==> src/rtl/gir_pkg.sv <==
package gir_pkg;
  localparam int GIR_BANKS = 3;

  // Width of the interrupt vector for a given line count and direct counts.
  function automatic int gir_n_out(input int lines, input int b0_dir, input int b1_dir);
    return lines + (b1_dir - (lines - b0_dir)) + GIR_BANKS;
  endfunction
endpackage

==> src/rtl/gir_sel_reg.sv <==
module gir_sel_reg #(
  parameter int W = 32
) (
  input  logic         clk,
  input  logic         rst,
  input  logic         we,
  input  logic [W-1:0] wdata,
  output logic [W-1:0] q
);
  always_ff @(posedge clk) begin
    if (rst)     q <= '0;
    else if (we) q <= wdata;
  end
endmodule

==> src/rtl/gir_gate.sv <==
module gir_gate #(
  parameter int W = 32
) (
  input  logic [W-1:0] pend,
  input  logic [W-1:0] en,
  output logic [W-1:0] act
);
  assign act = pend & en;
endmodule

==> src/rtl/gir_route.sv <==
module gir_route #(
  parameter int LINES  = 32,
  parameter int B0_DIR = 14,
  parameter int B1_DIR = 24,
  parameter int N_OUT  = gir_pkg::gir_n_out(LINES, B0_DIR, B1_DIR)
) (
  input  logic [LINES-1:0] act0,
  input  logic [LINES-1:0] act1,
  input  logic [LINES-1:0] act2,
  input  logic [LINES-1:0] sel,
  output logic [N_OUT-1:0] nxt
);
  localparam int B1_SWAP  = LINES - B0_DIR;
  localparam int B1_FIXED = B1_DIR - B1_SWAP;
  localparam int AGG0     = LINES + B1_FIXED;

  // mask bit set = line owns a dedicated output now
  logic [LINES-1:0] own0, own1, own2;

  for (genvar k = 0; k < LINES; k++) begin : g_sel
    if (k < B0_DIR) begin : g_b0
      assign nxt[k]  = sel[k] ? act2[k] : act0[k];
      assign own0[k] = ~sel[k];
    end else begin : g_b1
      assign nxt[k]  = sel[k] ? act2[k] : act1[k-B0_DIR];
      assign own0[k] = 1'b0;
    end
  end

  for (genvar f = 0; f < B1_FIXED; f++) begin : g_fix
    assign nxt[LINES+f] = act1[B1_SWAP+f];
  end

  for (genvar j = 0; j < LINES; j++) begin : g_own1
    if (j < B1_SWAP) begin : g_sw
      assign own1[j] = ~sel[j+B0_DIR];
    end else if (j < B1_DIR) begin : g_fx
      assign own1[j] = 1'b1;
    end else begin : g_ag
      assign own1[j] = 1'b0;
    end
  end

  assign own2 = sel;

  assign nxt[AGG0]   = |(act0 & ~own0);
  assign nxt[AGG0+1] = |(act1 & ~own1);
  assign nxt[AGG0+2] = |(act2 & ~own2);
endmodule

==> src/rtl/gpio_irq_router.sv <==
module gpio_irq_router #(
  parameter int LINES  = 32,
  parameter int B0_DIR = 14,
  parameter int B1_DIR = 24,
  localparam int N_OUT = gir_pkg::gir_n_out(LINES, B0_DIR, B1_DIR)
) (
  input  logic             clk,
  input  logic             rst,
  input  logic [LINES-1:0] pend0_i,
  input  logic [LINES-1:0] pend1_i,
  input  logic [LINES-1:0] pend2_i,
  input  logic [LINES-1:0] en0_i,
  input  logic [LINES-1:0] en1_i,
  input  logic [LINES-1:0] en2_i,
  input  logic             sel_we_i,
  input  logic [LINES-1:0] sel_wdata_i,
  output logic [LINES-1:0] sel_q_o,
  output logic [N_OUT-1:0] irq_o
);
  logic [gir_pkg::GIR_BANKS-1:0][LINES-1:0] pend_a, en_a, act_a;
  logic [N_OUT-1:0] irq_nxt;

  assign pend_a = {pend2_i, pend1_i, pend0_i};
  assign en_a   = {en2_i, en1_i, en0_i};

  for (genvar b = 0; b < gir_pkg::GIR_BANKS; b++) begin : g_bank
    gir_gate #(.W(LINES)) u_gate (
      .pend (pend_a[b]),
      .en   (en_a[b]),
      .act  (act_a[b])
    );
  end

  gir_sel_reg #(.W(LINES)) u_sel (
    .clk   (clk),
    .rst   (rst),
    .we    (sel_we_i),
    .wdata (sel_wdata_i),
    .q     (sel_q_o)
  );

  gir_route #(.LINES(LINES), .B0_DIR(B0_DIR), .B1_DIR(B1_DIR), .N_OUT(N_OUT)) u_route (
    .act0 (act_a[0]),
    .act1 (act_a[1]),
    .act2 (act_a[2]),
    .sel  (sel_q_o),
    .nxt  (irq_nxt)
  );

  always_ff @(posedge clk) begin
    if (rst) irq_o <= '0;
    else     irq_o <= irq_nxt;
  end
endmodule

==> config.mk <==
export PLATFORM = sky130hd
export DESIGN_NAME = gpio_irq_router
export DESIGN_NICKNAME = d
export VERILOG_FILES = /design/src/rtl/gir_pkg.sv /design/src/rtl/gir_sel_reg.sv /design/src/rtl/gir_gate.sv /design/src/rtl/gir_route.sv /design/src/rtl/gpio_irq_router.sv
export SDC_FILE = /design/constraint.sdc
export NUM_CORES = 1
export LEC_CHECK = 0
export ABC_CLOCK_PERIOD_IN_PS = 2000
export CAP_MARGIN = 20
export CORE_AREA = 2 2 117 119
export CTS_CLUSTER_DIAMETER = 50
export DETAILED_ROUTE_END_ITERATION = 10
export DIE_AREA = 0 0 119 121
export GPL_ROUTABILITY_DRIVEN = 1
export MAX_ROUTING_LAYER = met4
export PLACE_DENSITY = 0.67
export SLEW_MARGIN = 20
export SYNTH_ARGS = -nofsm -noshare
export SYNTH_HDL_FRONTEND = slang
export SYNTH_SLANG_ARGS = --single-unit
==> constraint.sdc <==
create_clock -name clk -period 2 [get_ports clk]
set_input_delay 0.4 -clock clk [delete_from_list [all_inputs] [get_ports clk]]
set_output_delay 0.4 -clock clk [all_outputs]
set_load 0.02 [all_outputs]
==> results.md, run 1 <==
* Total Nets Final at 901
* Ys Warns at 0
* Hold Path Class: reg2reg
* Initial Util at 0.2435
* Critical Path Sink Type: primary output
* Pwr Density at 623.7 nW/um2
* Distinct cells, synth at 23
* Syn_area_per_cell at 8.660 um2
* Leak at 2.523 nW
* Longest Clk Path Bufs at 2
* Hold-fix buffers, CTS at 0
* Final hold vios at 0
* CP Cell Sequence: clkdlybuf4s50_1
* Post-route clock period utilization at 0.9412
* Clock tree root driver cell: clkbuf_16
* Sw Ratio at 0.2599
* Pin count of the biggest net entering global routing at 74
* Final setup margin at 0.1177 ns
* Final min period at 1.882 ns
* Via count at 4070
* Worst VDD drop at 0.3671 mV
* Hold slack at 0.5316 ns
* Hpwl dp at 12.46 mm
* Worst EP arrival at 1.48 ns
* Core Area at 13090 um2
* CP Capture Point: sel_q_o[25]
* Die footprint at 14400 um2
* Share of layout cells above drive strength 1 at 0.03392
* Final Cell Area at 6685 um2
* Io pins at 300
* Status: completed
* Reg power frac at 0.384
* Setup crit start kind: flip-flop
* Clock-pin slew on the worst setup and hold paths at 0.06 ns
* Buffers on Ports at 299
* Area Overhead vs Synth at 109.8%
* Worst R2R Path Depth at 5
* Critical Path Slowest Stage Cell: clkdlybuf4s50_1
* Type of the worst setup path: reg2out
* Fmax at 531.3 MHz
* Die Ht at 121 um
* Clock Power Share at 0.366
* Synth Area in XOR/XNOR at 0
* Routability cong. at 0.8397
* R2R setup slack at 0.60 ns
* Net Sw Power at 1.084 mW
* Final setup vio count at 0
* Register Area at 1461 um2
* Internal cell power at 3.086 mW
* DRT Wirelength at 15.21 mm
* Mux cell area share after synthesis at 0.1005
* Drt wl/cell at 17.81 um
* PnR Total Power at 4.170 mW
* Initial antenna violation count at 0
* Ant. Diodes at 0
* CP peak stage delay at 0.66 ns
* Row count at 42
* Setup Buffers After CTS at 0
* DR vias/cell at 4.766
* Antenna-violating nets left at 0
* Simple logic cell fraction of the synthesized area at 0.2964
* Unrepaired setup endpoints after global routing: no
* Cell Area, Synth at 3187 um2
* R2r startpoint: u_sel.q[18]$_SDFFE_PP0P_
* Post-Synth Adder-Cell Area at 0
* Iter 0 DRT Violations at 227
* CP top delay family: buffers and inverters
* Crit Path Max Fanout at 6
* Post-CTS sizing at 0
* Main combinational cell family by area after synthesis: simple AND/OR/NAND/NOR gates
* Fin Clk Skew at 0.006805 ns
* Area of the multi-input gates at 1662 um2
* GRT Residual Overflow at 0
* Fillers at 1222
* Comb power frac at 0.250
* Skew-Pair Late Insertion Delay at 0.34 ns
* First-pass GRT wire length at 22.89 mm
* Sequential area share after synthesis at 0.4586
* Buffers and inverters on the worst path at 1
* Crit. path cell count at 1
* Syn_nets at 595
* Num CTS Buffers at 9
* Reg2Reg Capture Point: irq_o[39]$_SDFF_PP0_
* Max-cap violation count at 0
* DRC errors left at 0
* Normalized max-slew margin at 0.6865
* Post-synthesis compound-gate area fraction at 0.1245
* DP Worst Slack at 0.04670 ns
* Placed cell area at 6411 um2
* Drt first pass iters at 5
* Crit. Startpoint: u_sel.q[25]$_SDFFE_PP0P_
* Gr usage total at 0.2163
* CTS tree: yes
* WP data required at 1.60 ns
* Vias in the first global route at 4305
* Die width at 119 um
* CTS sink cnt at 73
* Worst slew pin tran at 0.4660 ns
* Slew Viols, Final at 0
* Post-synthesis register bit count at 73
* Post-Syn Instances at 368
* H-tree lvl count at 3
* Post-Route Setup TNS at 0 ns
==> area by class of cell <==
type	count	area share
multi-input cells	283	0.2485
well taps	176	0.03294
clock buffers	13	0.03893
flip-flops and latches	73	0.2186
clock inverters	2	0.002059
repair buffers	307	0.4589
==> flip-flops by register name, indices dropped and copies added (netlist names) <==
signal / count
u_sel.q: 32
irq_o: 41
==> logic make-up (layout without fill, tap and decap cells) <==
| logic type | after synthesis | count (layout) |
|---|---|---|
| DFF | 73 | 73 |
| muxes | 32 | 32 |
| and+or+nand+nor | 186 | 186 |
| buffers and inverters | 12 | 322 |
| AOI/OAI and AO/OA | 65 | 65 |
==> power groups by stage <==
| stage | combinational, mW | clock (mW) | sequential, mW |
|---|---|---|---|
| after floorplan | 0.219 | 0 | 1.72 |
| after global placement | 1.03 | 0 | 1.63 |
| after detailed placement | 1.04 | 0 | 1.63 |
| after CTS | 1.05 | 1.57 | 1.60 |
| after global routing | 1.11 | 1.62 | 1.61 |
| final | 1.04 | 1.53 | 1.60 |
==> worst reg2reg max path, stage by stage, from the launching register on <==
cell	delay, ns
dfxtp_1	0.32
buf_4	0.15
nand3_1	0.11
nand4_1	0.12
nor4_1	0.41
a41oi_1	0.16
==> worst min path at each step <==
stage,end,depth (start not counted),from,slack [ns]
after floorplan,irq_o[32]$_SDFF_PP0_,2,en1_i[18],0.51
after global placement,irq_o[17]$_SDFF_PP0_,2,u_sel.q[17]$_SDFFE_PP0P_,0.51
after detailed placement,irq_o[27]$_SDFF_PP0_,2,u_sel.q[27]$_SDFFE_PP0P_,0.52
after CTS,irq_o[27]$_SDFF_PP0_,2,u_sel.q[27]$_SDFFE_PP0P_,0.53
after global routing,irq_o[9]$_SDFF_PP0_,2,u_sel.q[9]$_SDFFE_PP0P_,0.55
final,irq_o[27]$_SDFF_PP0_,2,u_sel.q[27]$_SDFFE_PP0P_,0.53
==> stage by stage <==
stage | cells | util
after CTS | 854 | 0.5109
final | 854 | 0.5109
after global placement | 839 | 0.4900
after global routing | 854 | 0.5109
after detailed placement | 839 | 0.4900
after floorplan | 368 | -
==> cell usage in the layout (no fill, tap or decap), types with 9 or more instances in the layout <==
cell / instances
clkdlybuf4s50_1: 297
dfxtp_1: 73
nand3_1: 61
nor2_1: 38
nand2_1: 36
nand3b_1: 35
a21oi_1: 33
mux2i_1: 32
o22ai_1: 14
nand4_1: 9
a22oi_1: 9
clkbuf_16: 9
==> layer usage <==
layer	up-vias	part of all wire	global-route usage
li1	1979	-	-
met1	1870	0.38	0.2256
met2	203	0.52	0.3904
met3	18	0.081	0.06485
met4	0	0.017	0.07143
met5	-	0	-
==> Yosys cell counts (all sizes together) <==
library cell  count  area [um2]
a221oi            2       17.52
a311oi            1       8.760
a22o              2       17.52
o2111ai           1       8.760
a21oi            33       165.2
nor3              1       5.000
a31oi             1       6.260
a22oi             9       67.56
and3              1       6.260
nand4             9       56.30
nand3            61       305.3
nand3b           35       262.8
nand2            36       135.1
nor4              5       31.28
a41oi             2       17.52
buf              10       56.30
mux2i            32       320.3
clkbuf            2       7.510
nor2             38       142.6
o22ai            14       87.58
dfxtp            73        1461
Note: power is estimated with default switching activity, not from simulation.
==> inputs of run 2 (changes only) <==
--- a/config.mk
+++ b/config.mk
@@ -14,7 +14,6 @@
 export GPL_ROUTABILITY_DRIVEN = 1
 export MAX_ROUTING_LAYER = met4
 export PLACE_DENSITY = 0.67
-export SLEW_MARGIN = 20
 export SYNTH_ARGS = -nofsm -noshare
 export SYNTH_HDL_FRONTEND = slang
 export SYNTH_SLANG_ARGS = --single-unit
==> results of run 2 <==
The final DEF is identical to that of run 1; final timing and power are the same.
==> inputs of run 3 (changes only) <==
--- a/config.mk
+++ b/config.mk
@@ -7,13 +7,15 @@
 export LEC_CHECK = 0
 export ABC_CLOCK_PERIOD_IN_PS = 2000
 export CAP_MARGIN = 20
-export CORE_AREA = 2 2 117 119
+export CELL_PAD_IN_SITES_DETAIL_PLACEMENT = 1
+export CELL_PAD_IN_SITES_GLOBAL_PLACEMENT = 1
+export CORE_AREA = 2 2 127 129
 export CTS_CLUSTER_DIAMETER = 50
 export DETAILED_ROUTE_END_ITERATION = 10
-export DIE_AREA = 0 0 119 121
+export DIE_AREA = 0 0 129 131
 export GPL_ROUTABILITY_DRIVEN = 1
 export MAX_ROUTING_LAYER = met4
-export PLACE_DENSITY = 0.67
+export PLACE_DENSITY_LB_ADDON = 0.1
 export SYNTH_ARGS = -nofsm -noshare
 export SYNTH_HDL_FRONTEND = slang
 export SYNTH_SLANG_ARGS = --single-unit
==> results.md, run 3 (synthesis results as in run 1) <==
* Critical Path Sink Type: primary output
* Pin count of the biggest net entering global routing at 74
* Status: completed
* Drt wl/cell at 18.35 um
* Setup Buffers After CTS at 0
* Via count at 4039
* Hold Path Stages at 2
* Clock-pin slew on the worst setup and hold paths at 0.06 ns
* Iter 0 DRT Violations at 157
* H-tree lvl count at 3
* GR Layer Usage met2 at 0.3392
* Unrepaired setup endpoints after global routing: no
* Pwr Density at 637.2 nW/um2
* Initial Util at 0.2043
* Buffers and inverters on the worst path at 1
* Final min period at 1.850 ns
* Final hold vios at 0
* Core Area at 15600 um2
* DP Worst Slack at 0.01374 ns
* DRC errors left at 0
* Clock tree root driver cell: clkbuf_16
* DR vias/cell at 4.508
* Slew Viols, Final at 0
* Hold Path End: irq_o[3]$_SDFF_PP0_
* Hold-fix buffers, CTS at 0
* GRT Residual Overflow at 0
* CP Cell Sequence: clkdlybuf4s50_1
* Final setup margin at 0.1497 ns
* Leak at 2.552 nW
* Final setup vio count at 0
* Final std cells w/o fill at 896
* Area Overhead vs Synth at 112.8%
* Gr usage total at 0.1920
* PnR Total Power at 4.321 mW
* Initial antenna violation count at 0
* Num CTS Buffers at 9
* First-pass GRT wire length at 23.00 mm
* CTS sink cnt at 73
* Drt first pass iters at 4
* Vias in the first global route at 4054
* WP data required at 1.60 ns
* Critical Path Slowest Stage Cell: clkdlybuf4s50_1
* R2R setup slack at 0.57 ns
* Max-cap violation count at 0
* Setup crit start kind: flip-flop
* Die Ht at 131 um
* CTS tree: yes
* Buffers on Ports at 299
* Most frequent cells in the layout: 297 x clkdlybuf4s50_1, 73 x dfxtp_1, 61 x nand3_1
* R2r startpoint: u_sel.q[24]$_SDFFE_PP0P_
* Reg2Reg Capture Point: irq_o[40]$_SDFF_PP0_
* Hold Path Class: reg2reg
* Worst slew pin tran at 0.6489 ns
* Placed insts at 880
* Share of layout cells above drive strength 1 at 0.03971
* Largest register FFs at 41
* Ant. Diodes at 0
* CP top delay family: buffers and inverters
* Most flop-heavy register: irq_o
* Total Nets Final at 902
* Worst EP arrival at 1.45 ns
* Antenna-violating nets left at 0
* Most Crowded Layer GR: met2
* Fin Clk Skew at 0.003560 ns
* Largest registers: irq_o: 41 flops, u_sel.q: 32 flops
* Worst VDD drop at 0.3383 mV
* Skew-Pair Late Insertion Delay at 0.34 ns
* Post-CTS sizing at 0
* Met3 usage in global routing at 0.06270
* Worst R2R Path Depth at 3
* Die width at 129 um
* Type of the worst setup path: reg2out
* Crit Path Max Fanout at 6
* Hpwl dp at 13.48 mm
* Io pins at 300
* Normalized max-slew margin at 0.5674
* Routability cong. at 0.8117
* Leading cell type in the layout, fill and taps excluded: clkdlybuf4s50_1
* DRT Wirelength at 16.44 mm
* Post-route clock period utilization at 0.9251
* Longest Clk Path Bufs at 2
* Fmax at 540.5 MHz
* Row count at 46
* Die footprint at 16900 um2
* M1 GR Usage at 0.2069
* Hold_sp: u_sel.q[3]$_SDFFE_PP0P_
* CP peak stage delay at 0.68 ns
[run 3: cell types whose count changed in the layout (fill, tap and decap cells not counted)]
cell and delta:
clkbuf_8 +4, clkbuf_1 -2, buf_4 +1, clkinv_4 -1
[run 3: metal layers]
metal / vias to the layer above / wire length [um]
met5: - / 0
met4: 0 / 246
met3: 14 / 1394
met2: 185 / 8282
met1: 1860 / 6519
li1: 1980 / -
[run 3: per-stage QoR]
stage / util / cell area (um2) / hold WS, ns / TNS [ns]
after global routing: 0.4348 / 6782 / 0.5742 / 0
final: 0.4348 / 6782 / 0.5350 / 0
after global placement: 0.4147 / 6469 / 0.5225 / -0.002733
after floorplan: - / 3187 / 0.5138 / 0
after detailed placement: 0.4147 / 6469 / 0.5230 / 0
after CTS: 0.4348 / 6782 / 0.5370 / 0
[run 3: how the worst max path moves through the flow]
stage	depth (start not counted)	endpoint	slack, ns	start
after global routing	1	sel_q_o[11]	0.08	u_sel.q[11]$_SDFFE_PP0P_
after CTS	1	sel_q_o[2]	0.11	u_sel.q[2]$_SDFFE_PP0P_
after global placement	4	irq_o[39]$_SDFF_PP0_	-0.003	pend1_i[24]
after floorplan	4	irq_o[40]$_SDFF_PP0_	0.87	u_sel.q[27]$_SDFFE_PP0P_
final	1	sel_q_o[23]	0.15	u_sel.q[23]$_SDFFE_PP0P_
after detailed placement	4	irq_o[39]$_SDFF_PP0_	0.01	pend1_i[24]
[run 3: final cells by class]
cell class / count / area [um2]
clock buffers: 15 / 307.8
clock inverters: 1 / 5.005
fillers: 1795 / 8816
multi-input cells: 283 / 1662
flip-flops and latches: 73 / 1461
well taps: 216 / 270.3
repair buffers: 308 / 3075
[run 3: where the power goes]
part / switching [mW] / internal [mW]
sequential: 0.0670 / 1.53
combinational: 0.395 / 0.650
clock: 0.633 / 1.04
[run 3: worst min-delay path: stages (launching register included)]
cell	delay (ns)
dfxtp_1	0.35
nand3_1	0.08
a21oi_1	0.05
